File: config.mk
export PLATFORM = sky130hd
export DESIGN_NAME = trx_sequencer
export DESIGN_NICKNAME = d
export VERILOG_FILES = /design/src/rtl/trx_seq_pkg.sv /design/src/rtl/trx_min_wait.sv /design/src/rtl/trx_seq_fsm.sv /design/src/rtl/trx_sequencer.sv
export SDC_FILE = /design/constraint.sdc
export NUM_CORES = 1
export LEC_CHECK = 0
export BUFFER_PORTS_ARGS = -buffer_cell sky130_fd_sc_hd__buf_4
export CORE_ASPECT_RATIO = 1.25
export CORE_MARGIN = 2
export CORE_UTILIZATION = 53
export CTS_CLUSTER_DIAMETER = 120
export CTS_CLUSTER_SIZE = 30
export DETAILED_ROUTE_END_ITERATION = 6
export PLACE_DENSITY = 0.75
export SLEW_MARGIN = 25
export SYNTH_ARGS = -nofsm -noshare
export SYNTH_HDL_FRONTEND = slang
export SYNTH_SLANG_ARGS = --single-unit
File: constraint.sdc
create_clock -name clk_i -period 3.3 [get_ports clk_i]
set_input_delay 0.66 -clock clk_i [delete_from_list [all_inputs] [get_ports clk_i]]
set_output_delay 0.66 -clock clk_i [all_outputs]
set_load 0.02 [all_outputs]
File: src/rtl/trx_seq_pkg.sv
package trx_seq_pkg;
  localparam int STATE_W = 3;

  typedef enum logic [STATE_W-1:0] {
    ST_IDLE     = 3'b000,
    ST_ARM      = 3'b001,
    ST_TX_GUARD = 3'b010,
    ST_TX       = 3'b011,
    ST_RX_GUARD = 3'b100,
    ST_RX_WAIT  = 3'b101,
    ST_RX       = 3'b110
  } seq_state_e;

  localparam int N_GUARDS = 2;
  localparam int G_TX = 0;
  localparam int G_RX = 1;
endpackage

File: src/rtl/trx_min_wait.sv
module trx_min_wait #(
  parameter int CW = 8
) (
  input  logic          clk_i,
  input  logic          rst_ni,
  input  logic          run_i,
  input  logic [CW-1:0] limit_i,
  output logic          elapsed_o
);
  localparam int EW = CW + 1;
  localparam logic [CW-1:0] CNT_MAX = {CW{1'b1}};

  logic [CW-1:0] cnt_q;

  // cnt_q = cycles already spent in the phase; saturates
  always_ff @(posedge clk_i or negedge rst_ni) begin
    if (!rst_ni)               cnt_q <= '0;
    else if (!run_i)           cnt_q <= '0;
    else if (cnt_q != CNT_MAX) cnt_q <= cnt_q + 1'b1;
  end

  assign elapsed_o = ({1'b0, cnt_q} + EW'(1)) >= {1'b0, limit_i};

  // once elapsed with a steady limit, stays elapsed while running
  a_r5_elapsed_sticky: assert property (@(posedge clk_i) disable iff (!rst_ni)
    (run_i && elapsed_o) |=> (!run_i || elapsed_o || (limit_i != $past(limit_i))));
endmodule

File: src/rtl/trx_seq_fsm.sv
module trx_seq_fsm
  import trx_seq_pkg::*;
(
  input  logic       clk_i,
  input  logic       rst_ni,
  input  logic       abort_i,
  input  logic       start_i,
  input  logic       send_i,
  input  logic       field_ok_i,
  input  logic       tx_elapsed_i,
  input  logic       rx_elapsed_i,
  input  logic       tx_done_i,
  input  logic       rx_detect_i,
  input  logic       rx_done_i,
  output seq_state_e state_o,
  output logic       done_o
);
  seq_state_e state_q, state_d;
  logic       done_q, done_d;

  always_comb begin
    state_d = state_q;
    done_d  = 1'b0;
    if (abort_i) begin
      state_d = ST_IDLE;
    end else begin
      unique case (state_q)
        ST_IDLE:     if (start_i) state_d = ST_ARM;
        ST_ARM:      if (send_i) state_d = ST_TX_GUARD;
        ST_TX_GUARD: if (tx_elapsed_i && field_ok_i) state_d = ST_TX;
        ST_TX:       if (tx_done_i) state_d = ST_RX_GUARD;
        ST_RX_GUARD: if (rx_elapsed_i && field_ok_i) state_d = ST_RX_WAIT;
        ST_RX_WAIT:  if (rx_detect_i) state_d = ST_RX;
        ST_RX: if (rx_done_i) begin
          state_d = ST_IDLE;
          done_d  = 1'b1;
        end
        default:     state_d = ST_IDLE;
      endcase
    end
  end

  always_ff @(posedge clk_i or negedge rst_ni) begin
    if (!rst_ni) begin
      state_q <= ST_IDLE;
      done_q  <= 1'b0;
    end else begin
      state_q <= state_d;
      done_q  <= done_d;
    end
  end

  assign state_o = state_q;
  assign done_o  = done_q;

  a_r2_no_code_111: assert property (@(posedge clk_i) disable iff (!rst_ni)
    state_q != 3'b111);
  a_r3_hold_armed: assert property (@(posedge clk_i) disable iff (!rst_ni)
    (state_q == ST_ARM && !send_i && !abort_i) |=> state_q == ST_ARM);
  a_r4_field_gate: assert property (@(posedge clk_i) disable iff (!rst_ni)
    (state_q == ST_TX_GUARD && !field_ok_i) |=> state_q != ST_TX);
  a_r5_tx_min_wait: assert property (@(posedge clk_i) disable iff (!rst_ni)
    (state_q == ST_TX_GUARD && !tx_elapsed_i) |=> state_q != ST_TX);
  a_r7_rx_min_wait: assert property (@(posedge clk_i) disable iff (!rst_ni)
    (state_q == ST_RX_GUARD && (!rx_elapsed_i || !field_ok_i)) |=> state_q != ST_RX_WAIT);
  a_r8_done_source: assert property (@(posedge clk_i) disable iff (!rst_ni)
    done_q |-> ($past(state_q) == ST_RX && state_q == ST_IDLE));
  a_r10_abort_idle: assert property (@(posedge clk_i) disable iff (!rst_ni)
    abort_i |=> (state_q == ST_IDLE && !done_q));
endmodule

File: src/rtl/trx_sequencer.sv
module trx_sequencer
  import trx_seq_pkg::*;
#(
  parameter int WAIT_W = 8
) (
  input  logic              clk_i,
  input  logic              rst_ni,
  input  logic              abort_i,
  input  logic              start_i,
  input  logic              send_i,
  input  logic              field_i,
  input  logic              wait_field_en_i,
  input  logic [WAIT_W-1:0] tx_wait_i,
  input  logic [WAIT_W-1:0] rx_wait_i,
  input  logic              tx_done_i,
  input  logic              rx_detect_i,
  input  logic              rx_done_i,
  output logic [2:0]        state_o,
  output logic              tx_en_o,
  output logic              rx_en_o,
  output logic              done_o
);
  seq_state_e               state;
  logic                     field_ok;
  logic [N_GUARDS-1:0]      run;
  logic [N_GUARDS-1:0]      elapsed;
  logic [WAIT_W-1:0]        limit [N_GUARDS];

  assign field_ok    = !wait_field_en_i || field_i;
  assign run[G_TX]   = (state == ST_TX_GUARD);
  assign run[G_RX]   = (state == ST_RX_GUARD);
  assign limit[G_TX] = tx_wait_i;
  assign limit[G_RX] = rx_wait_i;

  for (genvar g = 0; g < N_GUARDS; g++) begin : g_guard
    trx_min_wait #(.CW(WAIT_W)) u_wait (
      .clk_i     (clk_i),
      .rst_ni    (rst_ni),
      .run_i     (run[g]),
      .limit_i   (limit[g]),
      .elapsed_o (elapsed[g])
    );
  end

  trx_seq_fsm u_fsm (
    .clk_i        (clk_i),
    .rst_ni       (rst_ni),
    .abort_i      (abort_i),
    .start_i      (start_i),
    .send_i       (send_i),
    .field_ok_i   (field_ok),
    .tx_elapsed_i (elapsed[G_TX]),
    .rx_elapsed_i (elapsed[G_RX]),
    .tx_done_i    (tx_done_i),
    .rx_detect_i  (rx_detect_i),
    .rx_done_i    (rx_done_i),
    .state_o      (state),
    .done_o       (done_o)
  );

  assign state_o = state;
  assign tx_en_o = (state == ST_TX);
  assign rx_en_o = (state == ST_RX_WAIT) || (state == ST_RX);

  a_r9_enables_exclusive: assert property (@(posedge clk_i) disable iff (!rst_ni)
    $onehot0({tx_en_o, rx_en_o}));
  a_r9_tx_after_guard: assert property (@(posedge clk_i) disable iff (!rst_ni)
    $rose(tx_en_o) |-> $past(state) == ST_TX_GUARD);
endmodule

==> results of run 1 <==
## worst max-delay path, cell delays in order (launching register included)
cell and delay (ns):
dfrtp_1 0.46, ha_1 0.28, and3_1 0.19, xnor2_1 0.20, inv_1 0.07, ha_1 0.29
a21o_1 0.21, a2111oi_4 0.37, o21ai_2 0.12, o21a_1 0.24, mux2_4 0.31
## logic make-up after synthesis
kind of cell,after synthesis
simple gates,45
compound gates,38
buf+inv,33
flops,20
fa+ha+maj,18
xor+xnor,14
mux,4
## sequential cells by signal, indices dropped and copies added (netlist names)
signal	flops
g_guard.u_wait.cnt_q	16
u_fsm.state_o	3
u_fsm.done_o	1
## routing by layer
| metal | share of wire, % | vias up |
|---|---|---|
| li1 | - | 651 |
| met1 | 43 | 603 |
| met2 | 53 | 27 |
| met3 | 2.8 | 4 |
| met4 | 1.4 | 0 |
| met5 | 0 | - |
## path summary, 6_finish.rpt
path / startpoint / endpoint / slack (ns) / cells past startpoint
worst max-delay path: g_guard[1].u_wait.cnt_q[0]$_DFFE_PN0P_ / u_fsm.state_o[1]$_DFFE_PN0P_ / 0.45 / 10
min in group clk_i: abort_i / u_fsm.done_o$_DFF_PN0_ / 0.59 / 2
worst min-delay path: rst_ni / g_guard[0].u_wait.cnt_q[5]$_DFFE_PN0P_ / 0.21 / 1
worst max register to register: g_guard[1].u_wait.cnt_q[0]$_DFFE_PN0P_ / u_fsm.state_o[1]$_DFFE_PN0P_ / 0.45 / 10
max in group asynchronous: rst_ni / u_fsm.state_o[2]$_DFFE_PN0P_ / 2.89 / 1
worst min register to register: g_guard[1].u_wait.cnt_q[7]$_DFFE_PN0P_ / g_guard[1].u_wait.cnt_q[7]$_DFFE_PN0P_ / 0.61 / 2
## power groups by stage
stage	Sequential (W)	Clock, W	Combinational [W]
2_1_floorplan	0.000310	0	0.000182
3_3_place_gp	0.000313	0	0.000250
3_5_place_dp	0.000315	0	0.000256
4_1_cts	0.000310	0.000200	0.000257
5_1_grt	0.000320	0.000214	0.000285
6_report	0.000312	0.000197	0.000254
## Yosys cell counts, types with 3 or more instances
| cell type | count | share of area [%] |
|---|---|---|
| inv_1 | 28 | 6.9 |
| dfrtp_1 | 20 | 33 |
| ha_1 | 18 | 15 |
| a21oi_1 | 17 | 5.6 |
| nor2_1 | 11 | 2.7 |
| xnor2_1 | 9 | 5.2 |
| nand2_1 | 8 | 2.0 |
| and3_1 | 6 | 2.5 |
| nand3_1 | 6 | 2.0 |
| xor2_1 | 5 | 2.9 |
| nand2b_1 | 4 | 1.6 |
| clkbuf_1 | 3 | 0.74 |
| mux2i_1 | 3 | 2.0 |
## metrics by stage
stage	utilization, %	hold WS (ns)
final	67.3	0.214
after global routing	67.3	0.206
after CTS	67.3	0.211
after detailed placement	65.4	0.548
after global placement	65.4	0.544
after floorplan	-	0.364
## layout make-up
| cell class | instances | area (µm²) | area share (%) |
|---|---|---|---|
| inverters | 28 | 105 | 5.77 |
| clock inverters | 1 | 30.0 | 1.65 |
| repair buffers | 31 | 233 | 12.8 |
| multi-input cells | 119 | 888 | 48.8 |
| well taps | 34 | 42.5 | 2.34 |
| clock buffers | 3 | 22.5 | 1.24 |
| flip-flops and latches | 20 | 500 | 27.5 |
==> run summary, run 1 <==
Placeable Area -> 0.00271 mm²
Syn_nets -> 216
Largest family of logic cells by synthesized area -> compound AO/OA/AOI/OAI gates
Most common cell after layout, fill and taps aside -> buf_4
Final GP Congestion -> 0.813
Pwr Density -> 419 mW/mm²
Post-route DRC -> 0
FMAX -> 351 MHz
Yosys warnings -> 0
Fin area -> 0.00182 mm²
First-pass GRT wire length -> 5440 µm
Mean Syn Cell Area -> 8.88 µm²
Total global-route track usage -> 21.2%
Dpl cell area -> 0.00177 mm²
Post-Synth XOR/XNOR Area -> 8.03%
Post-Syn Instances -> 172
Commonest cells after routing, fill and taps aside -> buf_4, inv_1, dfrtp_1
Worst Slack Setup Final -> 0.449 ns
CTS resizes -> 0
CP Data Arrival Time -> 3.04 ns
Logic gate share of total power -> 33.3%
DIE HEIGHT -> 64.0 µm
Worst clock skew -> 0.00620 ns
# IOs -> 32
Drt total wl -> 3040 µm
CTS Buf Count -> 3
Antenna viol nets, final -> 0
Grt peak-use layer -> met2
Setup TNS -> 0 ns
Slew HR -> 61.3%
Least-Margin Pin Slew -> 0.574 ns
Yosys reg bits -> 20
Maximum VDD drop -> 0.000217 V
Drt via density -> 5.44
Rows -> 21
CTS H-tree depth -> 1
Starting Density -> 56.4%
Post-Synth Simple-Gate Area -> 14.9%
Fin crit share -> 86.4%
Setup Fix Bufs, Post-CTS -> 0
Final-report hold violation count -> 0
Post-synthesis compound-gate area fraction -> 17.5%
Final cell count without fillers -> 236
# nets final -> 247
RSZ-0062 raised after global routing -> no
TritonRoute pass-1 iters -> 6
Synth Area in Adders -> 14.7%
Share of layout cells above drive strength 1 -> 19.8%
Startpoint Class -> flip-flop
Largest net degree at the start of global routing -> 21
Switch Pwr -> 0.000251 W
Die width -> 52.0 µm
Clk_lat worst skew -> 0.30 ns
Endpoints failing setup -> 0
Detail Placement HPWL -> 2490 µm
Synth Flop Type -> dfrtp_1
Clk buf depth -> 2
Met1 usage -> 25.3%
Worst-path fanout max -> 5
Mux share of post-synthesis cell area -> 2.95%
Dpl ws -> 0.482 ns
Max cap viols -> 0
Synthesized area -> 0.00153 mm²
Min cycle time layout -> 2.85 ns
CTS tree -> built
Crit Path Category -> flip-flop to flip-flop
Drt wl/cell -> 12.9 µm
Status -> finished, final reports clean
Iter 0 DRT Violations -> 12
TritonCTS Sinks -> 20
Worst-path clk slew -> 0.11 ns
Cts hold-fix bufs -> 0
Area Growth Syn to Fin -> 19.2%
Seq pwr share -> 40.9%
Root Driver -> clkbuf_4
HP Class -> primary input to asynchronous set/reset pin
Die Area -> 0.00333 mm²
Grt total ovfl -> 0
Fraction of power spent switching nets -> 32.9%
Internal power contribution -> 0.000512 W
CP required -> 3.49 ns
Post-synth EDFFs -> 0
P_leak -> 1.03 nW
Vias -> 1285
Placed cell count -> 232
Sequential area share after synthesis -> 32.8%
Total Power -> 0.000763 W
FFs w/ async S/R, synth -> 100%
Fill count -> 240
Vias in the first global route -> 1301
Met3 layer usage reported by global route -> 1.87%
Clock power share -> 25.8%
Final Max Tran Viols -> 0
Grt met2 use -> 37.3%
Initial antenna violation count -> 0
Post-synthesis cell type count -> 40
Port buffer count -> 31
Endpoint class of the critical path -> flip-flop
Antenna Cells -> 0
Note: power is estimated with default switching activity, not from simulation.
==> run 2: changes to the inputs <==
Settings changed: CORE_UTILIZATION 53 to 49, PLACE_DENSITY 0.75 to 0.73.
Clock period 3.3 ns to 2.35 ns, I/O delays scaled along.
==> run 2 against run 1 <==
Compared with the run above:
- the flow now finishes with violations (setup timing)
- fmax grew 13%
- sequential share of layout area down 4.5 points
- setup slack got worse by 0.62 ns
- worst hold slack lost 0.18 ns
- critical path type unchanged
- largest cell class unchanged
==> run summary, run 2 (synthesized netlist as in run 1, its figures left out) <==
R2R Path Start -> g_guard[1].u_wait.cnt_q[4]$_DFFE_PN0P_
Fin area -> 0.00218 mm²
Worst path cell trace -> and3_4, and3_4, and3_4, xnor2_4, inv_2, ha_4, a2111oi_4, o21ai_2, o21a_1, mux2_4
Final-report hold violation count -> 0
Dpl ws -> -0.255 ns
Switch Pwr -> 0.000378 W
Startpoint Class -> flip-flop
Pwr Density -> 491 mW/mm²
Slowest cell delay on critical path -> 0.39 ns
Endpoint class of the critical path -> flip-flop
Crit Path Category -> flip-flop to flip-flop
Grt total ovfl -> 0
Maximum VDD drop -> 0.000295 V
Min cycle time layout -> 2.52 ns
Final GP Congestion -> 0.800
Internal power contribution -> 0.000690 W
Cts hold-fix bufs -> 0
HP Class -> primary input to asynchronous set/reset pin
Fill count -> 218
Status -> finished with violations
CTS H-tree depth -> 1
Clock power share -> 18.1%
Fraction of power spent switching nets -> 35.4%
Failing checks -> setup timing
Hold_ws -> 0.0348 ns
Worst-path fanout max -> 3
CTS Buf Count -> 3
Max FFs per register -> 16
CTS tree -> built
Die width -> 53.9 µm
Drt wl/cell -> 13.6 µm
Max cap viols -> 0
Worst-path clk slew -> 0.11 ns
Clk buf depth -> 2
CP Data Arrival Time -> 2.71 ns
Buffers and inverters on the worst path -> 1
Placeable Area -> 0.00295 mm²
Least-Margin Pin Slew -> 0.370 ns
Multi-input logic area -> 0.00106 mm²
# IOs -> 32
Worst Slack Setup Final -> -0.168 ns
Vias -> 1408
Starting Density -> 51.9%
Total global-route track usage -> 22.7%
Drt via density -> 5.33
Logic gate share of total power -> 43.3%
Final Max Tran Viols -> 0
Commonest cells after routing, fill and taps aside -> buf_4, inv_1, dfrtp_1
Antenna viol nets, final -> 0
Dpl cell area -> 0.00196 mm²
TritonRoute pass-1 iters -> 4
CP required -> 2.54 ns
Most common cell after layout, fill and taps aside -> buf_4
Root Driver -> clkbuf_4
DIE HEIGHT -> 66.4 µm
Largest net degree at the start of global routing -> 21
Vias in the first global route -> 1472
Sequential Area -> 500 µm²
FMAX -> 397 MHz
Crit path top cell by count -> and3_4
Fin crit share -> 107%
CP delay by family, top -> compound AO/OA/AOI/OAI gates
RSZ-0062 raised after global routing -> yes
Seq pwr share -> 38.5%
Port buffer count -> 31
Post-route DRC -> 0
Iter 0 DRT Violations -> 17
Die Area -> 0.00358 mm²
Share of layout cells above drive strength 1 -> 38.2%
Detail Placement HPWL -> 2760 µm
Initial antenna violation count -> 0
Reg2reg end -> u_fsm.state_o[1]$_DFFE_PN0P_
FF-to-FF setup slack -> -0.17 ns
P_leak -> 1.14 nW
TritonCTS Sinks -> 20
Endpoints failing setup -> 3
# nets final -> 273
Largest register by flop count -> g_guard.u_wait.cnt_q
CP max-delay cell -> dfrtp_1
Area Growth Syn to Fin -> 42.4%
Rows -> 22
First-pass GRT wire length -> 6020 µm
Slew HR -> 75.2%
Worst clock skew -> 0.000796 ns
Cells on worst reg2reg path -> 10
Drt total wl -> 3580 µm
Clk_lat worst skew -> 0.29 ns
Antenna Cells -> 0
## run 2: changes by cell type in the layout (fill, tap and decap cells not counted), sizes merged
cell,delta
buf,+26
bufinv,-1
clkbuf,+1
## run 2: worst reg2reg max path, delay by kind of cell, from the launching register on
kind            cells  cell delay (ns)
fa+ha+maj           1             0.23
buf+inv             1             0.06
compound gates      3             0.69
mux                 1             0.30
xor+xnor            1             0.13
simple gates        3             0.61
flops               1             0.39
## run 2: power by group through the flow
| stage | sequential [W] | clock [W] | combinational, W |
|---|---|---|---|
| final | 0.000412 | 0.000194 | 0.000463 |
| after global routing | 0.000417 | 0.000211 | 0.000508 |
| after CTS | 0.000412 | 0.000200 | 0.000448 |
| after detailed placement | 0.000418 | 0 | 0.000434 |
| after global placement | 0.000416 | 0 | 0.000419 |
| after floorplan | 0.000436 | 0 | 0.000258 |
## run 2: layout make-up
class | count | area share (%)
sequential | 20 | 23.0
inverter | 28 | 4.83
timing repair buffer | 57 | 19.8
tap | 36 | 2.07
clock buffer | 4 | 1.67
multi-input combinational | 119 | 48.6
## run 2: timing repair
| item | 4_1_cts | 5_1_grt |
|---|---|---|
| resized for setup | 12 | 7 |
| setup buffers | 5 | 2 |
| pin swaps | 11 | 10 |
| setup endpoints to repair | 3 | 3 |
## run 2: layer usage
layer  up-vias  track usage [%]  part of all wire (%)
met1       672             25.2                    40
met5         -                0                     0
li1        703                -                     -
met3         4             1.58                   2.0
met2        29             42.5                    56
met4         0             9.29                   1.8
## run 2: how the worst max path moves through the flow
stage                                      startpoint                            to  slack (ns)  cells past startpoint
2_1_floorplan  g_guard[1].u_wait.cnt_q[0]$_DFFE_PN0P_  u_fsm.state_o[1]$_DFFE_PN0P_       -0.12                     10
3_3_place_gp   g_guard[1].u_wait.cnt_q[3]$_DFFE_PN0P_  u_fsm.state_o[1]$_DFFE_PN0P_       -0.12                     10
3_5_place_dp   g_guard[1].u_wait.cnt_q[3]$_DFFE_PN0P_  u_fsm.state_o[1]$_DFFE_PN0P_       -0.26                     10
4_1_cts        g_guard[1].u_wait.cnt_q[1]$_DFFE_PN0P_  u_fsm.state_o[1]$_DFFE_PN0P_       -0.13                     10
5_1_grt        g_guard[1].u_wait.cnt_q[4]$_DFFE_PN0P_  u_fsm.state_o[1]$_DFFE_PN0P_       -0.27                     10
6_report       g_guard[1].u_wait.cnt_q[4]$_DFFE_PN0P_  u_fsm.state_o[1]$_DFFE_PN0P_       -0.17                     10
## run 2: metrics by stage
stage / total power, W / TNS, ns / std cells / util, %
finish: 0.00107 / -0.362 / 264 / 73.9
global route: 0.00114 / -0.685 / 264 / 73.9
CTS: 0.00106 / -0.237 / 262 / 71.6
detailed placement: 0.000852 / -0.631 / 253 / 66.4
global placement: 0.000835 / -0.216 / 253 / 66.4
floorplan: 0.000693 / -0.197 / 172 / -
==> run 3: changes to the inputs <==
Settings changed: ABC_AREA set to 1, PLACE_DENSITY 0.73 to 0.72.
==> run 3 against run 2 <==
Compared with the run above:
- the flow now finishes without violations
- first-iteration DRC count rose by 76%
- sequential share of layout area is 2.2 points higher
- die area increased by 2.8%
- wire length down 13%
- non-clock buffer count is 22 lower
- flip-flop and latch count unchanged
- critical path depth up 8
- critical path type unchanged
==> run summary, run 3 <==
Status -> finished, final reports clean
Crit Path Category -> flip-flop to flip-flop
Detail Placement HPWL -> 2470 µm
FFs w/ async S/R, synth -> 100%
Min cycle time layout -> 2.21 ns
Share of layout cells above drive strength 1 -> 25.0%
Worst-path fanout max -> 5
Largest net degree at the start of global routing -> 21
Synthesized area -> 0.00157 mm²
CTS tree -> built
TritonRoute pass-1 iters -> 4
Post-route DRC -> 0
Synth top area share -> 31.8%
FMAX -> 451 MHz
Count leader, synth -> nand2_1
Max cap viols -> 0
HP Class -> primary input to asynchronous set/reset pin
Antenna viol nets, final -> 0
Final cell count without fillers -> 297
Clk buf depth -> 2
Drt wl/cell -> 10.5 µm
Synth top area cells -> dfrtp_1, nand2_1, ha_1
Slew HR -> 79.9%
Vias -> 1425
Iter 0 DRT Violations -> 30
Final Max Tran Viols -> 0
Port buffer count -> 31
Crit path top cell by count -> nand2_1
Largest register by flop count -> g_guard.u_wait.cnt_q
Buffers and inverters on the worst path -> 0
Drt total wl -> 3110 µm
Worst path cell trace -> ha_2, nand2_2, nor2_4, xor2_2, ha_1, nand2_1, nor2_1, nand2_1, nand3_1, nand2_1, nand2_1, nand2_1, nand2_1, nand2_2, nand2_4, nand3_4, nand2_1, nand2_1
Final-report hold violation count -> 0
Syn_nets -> 265
Die Area -> 0.00368 mm²
Yosys warnings -> 0
Max FFs per register -> 16
CP max-delay cell -> dfrtp_1
Post-synth EDFFs -> 0
CTS H-tree depth -> 1
Mean Syn Cell Area -> 7.12 µm²
Startpoint Class -> flip-flop
Most common cell after layout, fill and taps aside -> nand2_1
Clk_lat worst skew -> 0.25 ns
# IOs -> 32
P_leak -> 1.22 nW
First-pass GRT wire length -> 5290 µm
Worst clock skew -> 0.00332 ns
Hold_ws -> 0.0846 ns
Worst-path clk slew -> 0.07 ns
Endpoints failing setup -> 0
Post-synthesis cell type count -> 21
Initial antenna violation count -> 0
Yosys top cell by area -> dfrtp_1
Antenna Cells -> 0
CP delay by family, top -> simple AND/OR/NAND/NOR gates
Final GP Congestion -> 0.815
Least-Margin Pin Slew -> 0.302 ns
DIE HEIGHT -> 67.4 µm
Pwr Density -> 576 mW/mm²
Root Driver -> clkbuf_8
Drt via density -> 4.80
Grt total ovfl -> 0
RSZ-0062 raised after global routing -> yes
Starting Density -> 50.2%
Maximum VDD drop -> 0.000443 V
Fin crit share -> 94.2%
Synth Flop Type -> dfrtp_1
Endpoint class of the critical path -> flip-flop
Area Growth Syn to Fin -> 26.7%
Rows -> 23
Die width -> 54.7 µm
Commonest cells after routing, fill and taps aside -> nand2_1, inv_1, buf_4
# nets final -> 305
Placeable Area -> 0.00314 mm²
CP Data Arrival Time -> 2.36 ns
TritonCTS Sinks -> 20
Top post-synthesis cells by count -> nand2_1, inv_1, dfrtp_1
Post-Syn Instances -> 221
CTS Buf Count -> 3
CP required -> 2.49 ns
Sequential area share after synthesis -> 31.8%
Total global-route track usage -> 19.2%
Placed cell count -> 289
Vias in the first global route -> 1310
Cts hold-fix bufs -> 0
Yosys reg bits -> 20
Slowest cell delay on critical path -> 0.41 ns
run 3: cell count changes after synthesis, moves of 4 or more:
cell,previous run,this run
a21oi_1,17,10
and3_1,6,0
inv_1,28,43
inv_2,0,4
nand2_1,8,66
nand2b_1,4,0
nor2_1,11,15
nor2_2,0,5
o21ai_0,2,6
xnor2_1,9,2
run 3: per-layer routing:
layer / vias up / share of wire, % / track usage (%)
li1: 765 / - / -
met1: 637 / 43 / 24.5
met2: 19 / 53 / 33.0
met3: 4 / 2.6 / 1.99
met4: 0 / 1.2 / 6.56
met5: - / 0 / 0
run 3: metrics by stage:
step | TNS [ns] | instance area, µm² | utilization [%] | worst slack [ns] | total power (W)
2_1_floorplan | 0 | 1570 | - | 0.333 | 0.000719
3_3_place_gp | 0 | 1850 | 59.1 | 0.140 | 0.000860
3_5_place_dp | 0 | 1850 | 59.1 | 0.127 | 0.000866
4_1_cts | 0 | 1910 | 60.8 | 0.113 | 0.00113
5_1_grt | -0.176 | 1990 | 63.6 | -0.0878 | 0.00123
6_report | 0 | 1990 | 63.6 | 0.135 | 0.00115
run 3: cell type report:
class                           instances  area (µm²)
Clock buffer                            4        55.1
Multi-Input combinational cell        154         952
Fill cell                             280        1140
Sequential cell                        20         502
Inverter                               47         176
Timing Repair Buffer                   35         263
Tap cell                               37        46.3
run 3: kinds of logic after synthesis:
logic type      after synthesis  share of synthesized area [%]
simple gates                108                           30.9
buf+inv                      47                           11.2
flops                        20                           31.8
compound gates               19                           6.76
fa+ha+maj                    18                           14.3
xor+xnor                      9                           5.01
run 3: report_power, final:
part           switching (W)  internal, W  total, W
logic               0.000267     0.000188  0.000455
registers          0.0000579     0.000379  0.000437
clock network       0.000107     0.000149  0.000256
run 3: final timing paths:
| check | start | endpoint | slack, ns | cells after the start |
|---|---|---|---|---|
| worst max-delay path | g_guard[0].u_wait.cnt_q[0]$_DFFE_PN0P_ | u_fsm.state_o[0]$_DFFE_PN0P_ | 0.14 | 18 |
| worst min-delay path | rst_ni | g_guard[0].u_wait.cnt_q[1]$_DFFE_PN0P_ | 0.08 | 1 |
| worst max register to register | g_guard[0].u_wait.cnt_q[0]$_DFFE_PN0P_ | u_fsm.state_o[0]$_DFFE_PN0P_ | 0.14 | 18 |
| worst min register to register | g_guard[0].u_wait.cnt_q[0]$_DFFE_PN0P_ | g_guard[0].u_wait.cnt_q[0]$_DFFE_PN0P_ | 0.54 | 1 |
| max in group asynchronous | rst_ni | g_guard[1].u_wait.cnt_q[0]$_DFFE_PN0P_ | 2.04 | 1 |
| min in group clk_i | abort_i | u_fsm.done_o$_DFF_PN0_ | 0.45 | 2 |
run 3: what timing repair did:
| item | in CTS | in global routing |
|---|---|---|
| endpoints found under the hold margin | 0 | 0 |
| resized for setup | 0 | 12 |
| setup endpoints to repair | 0 | 3 |
| buffers inserted | 0 | 4 |
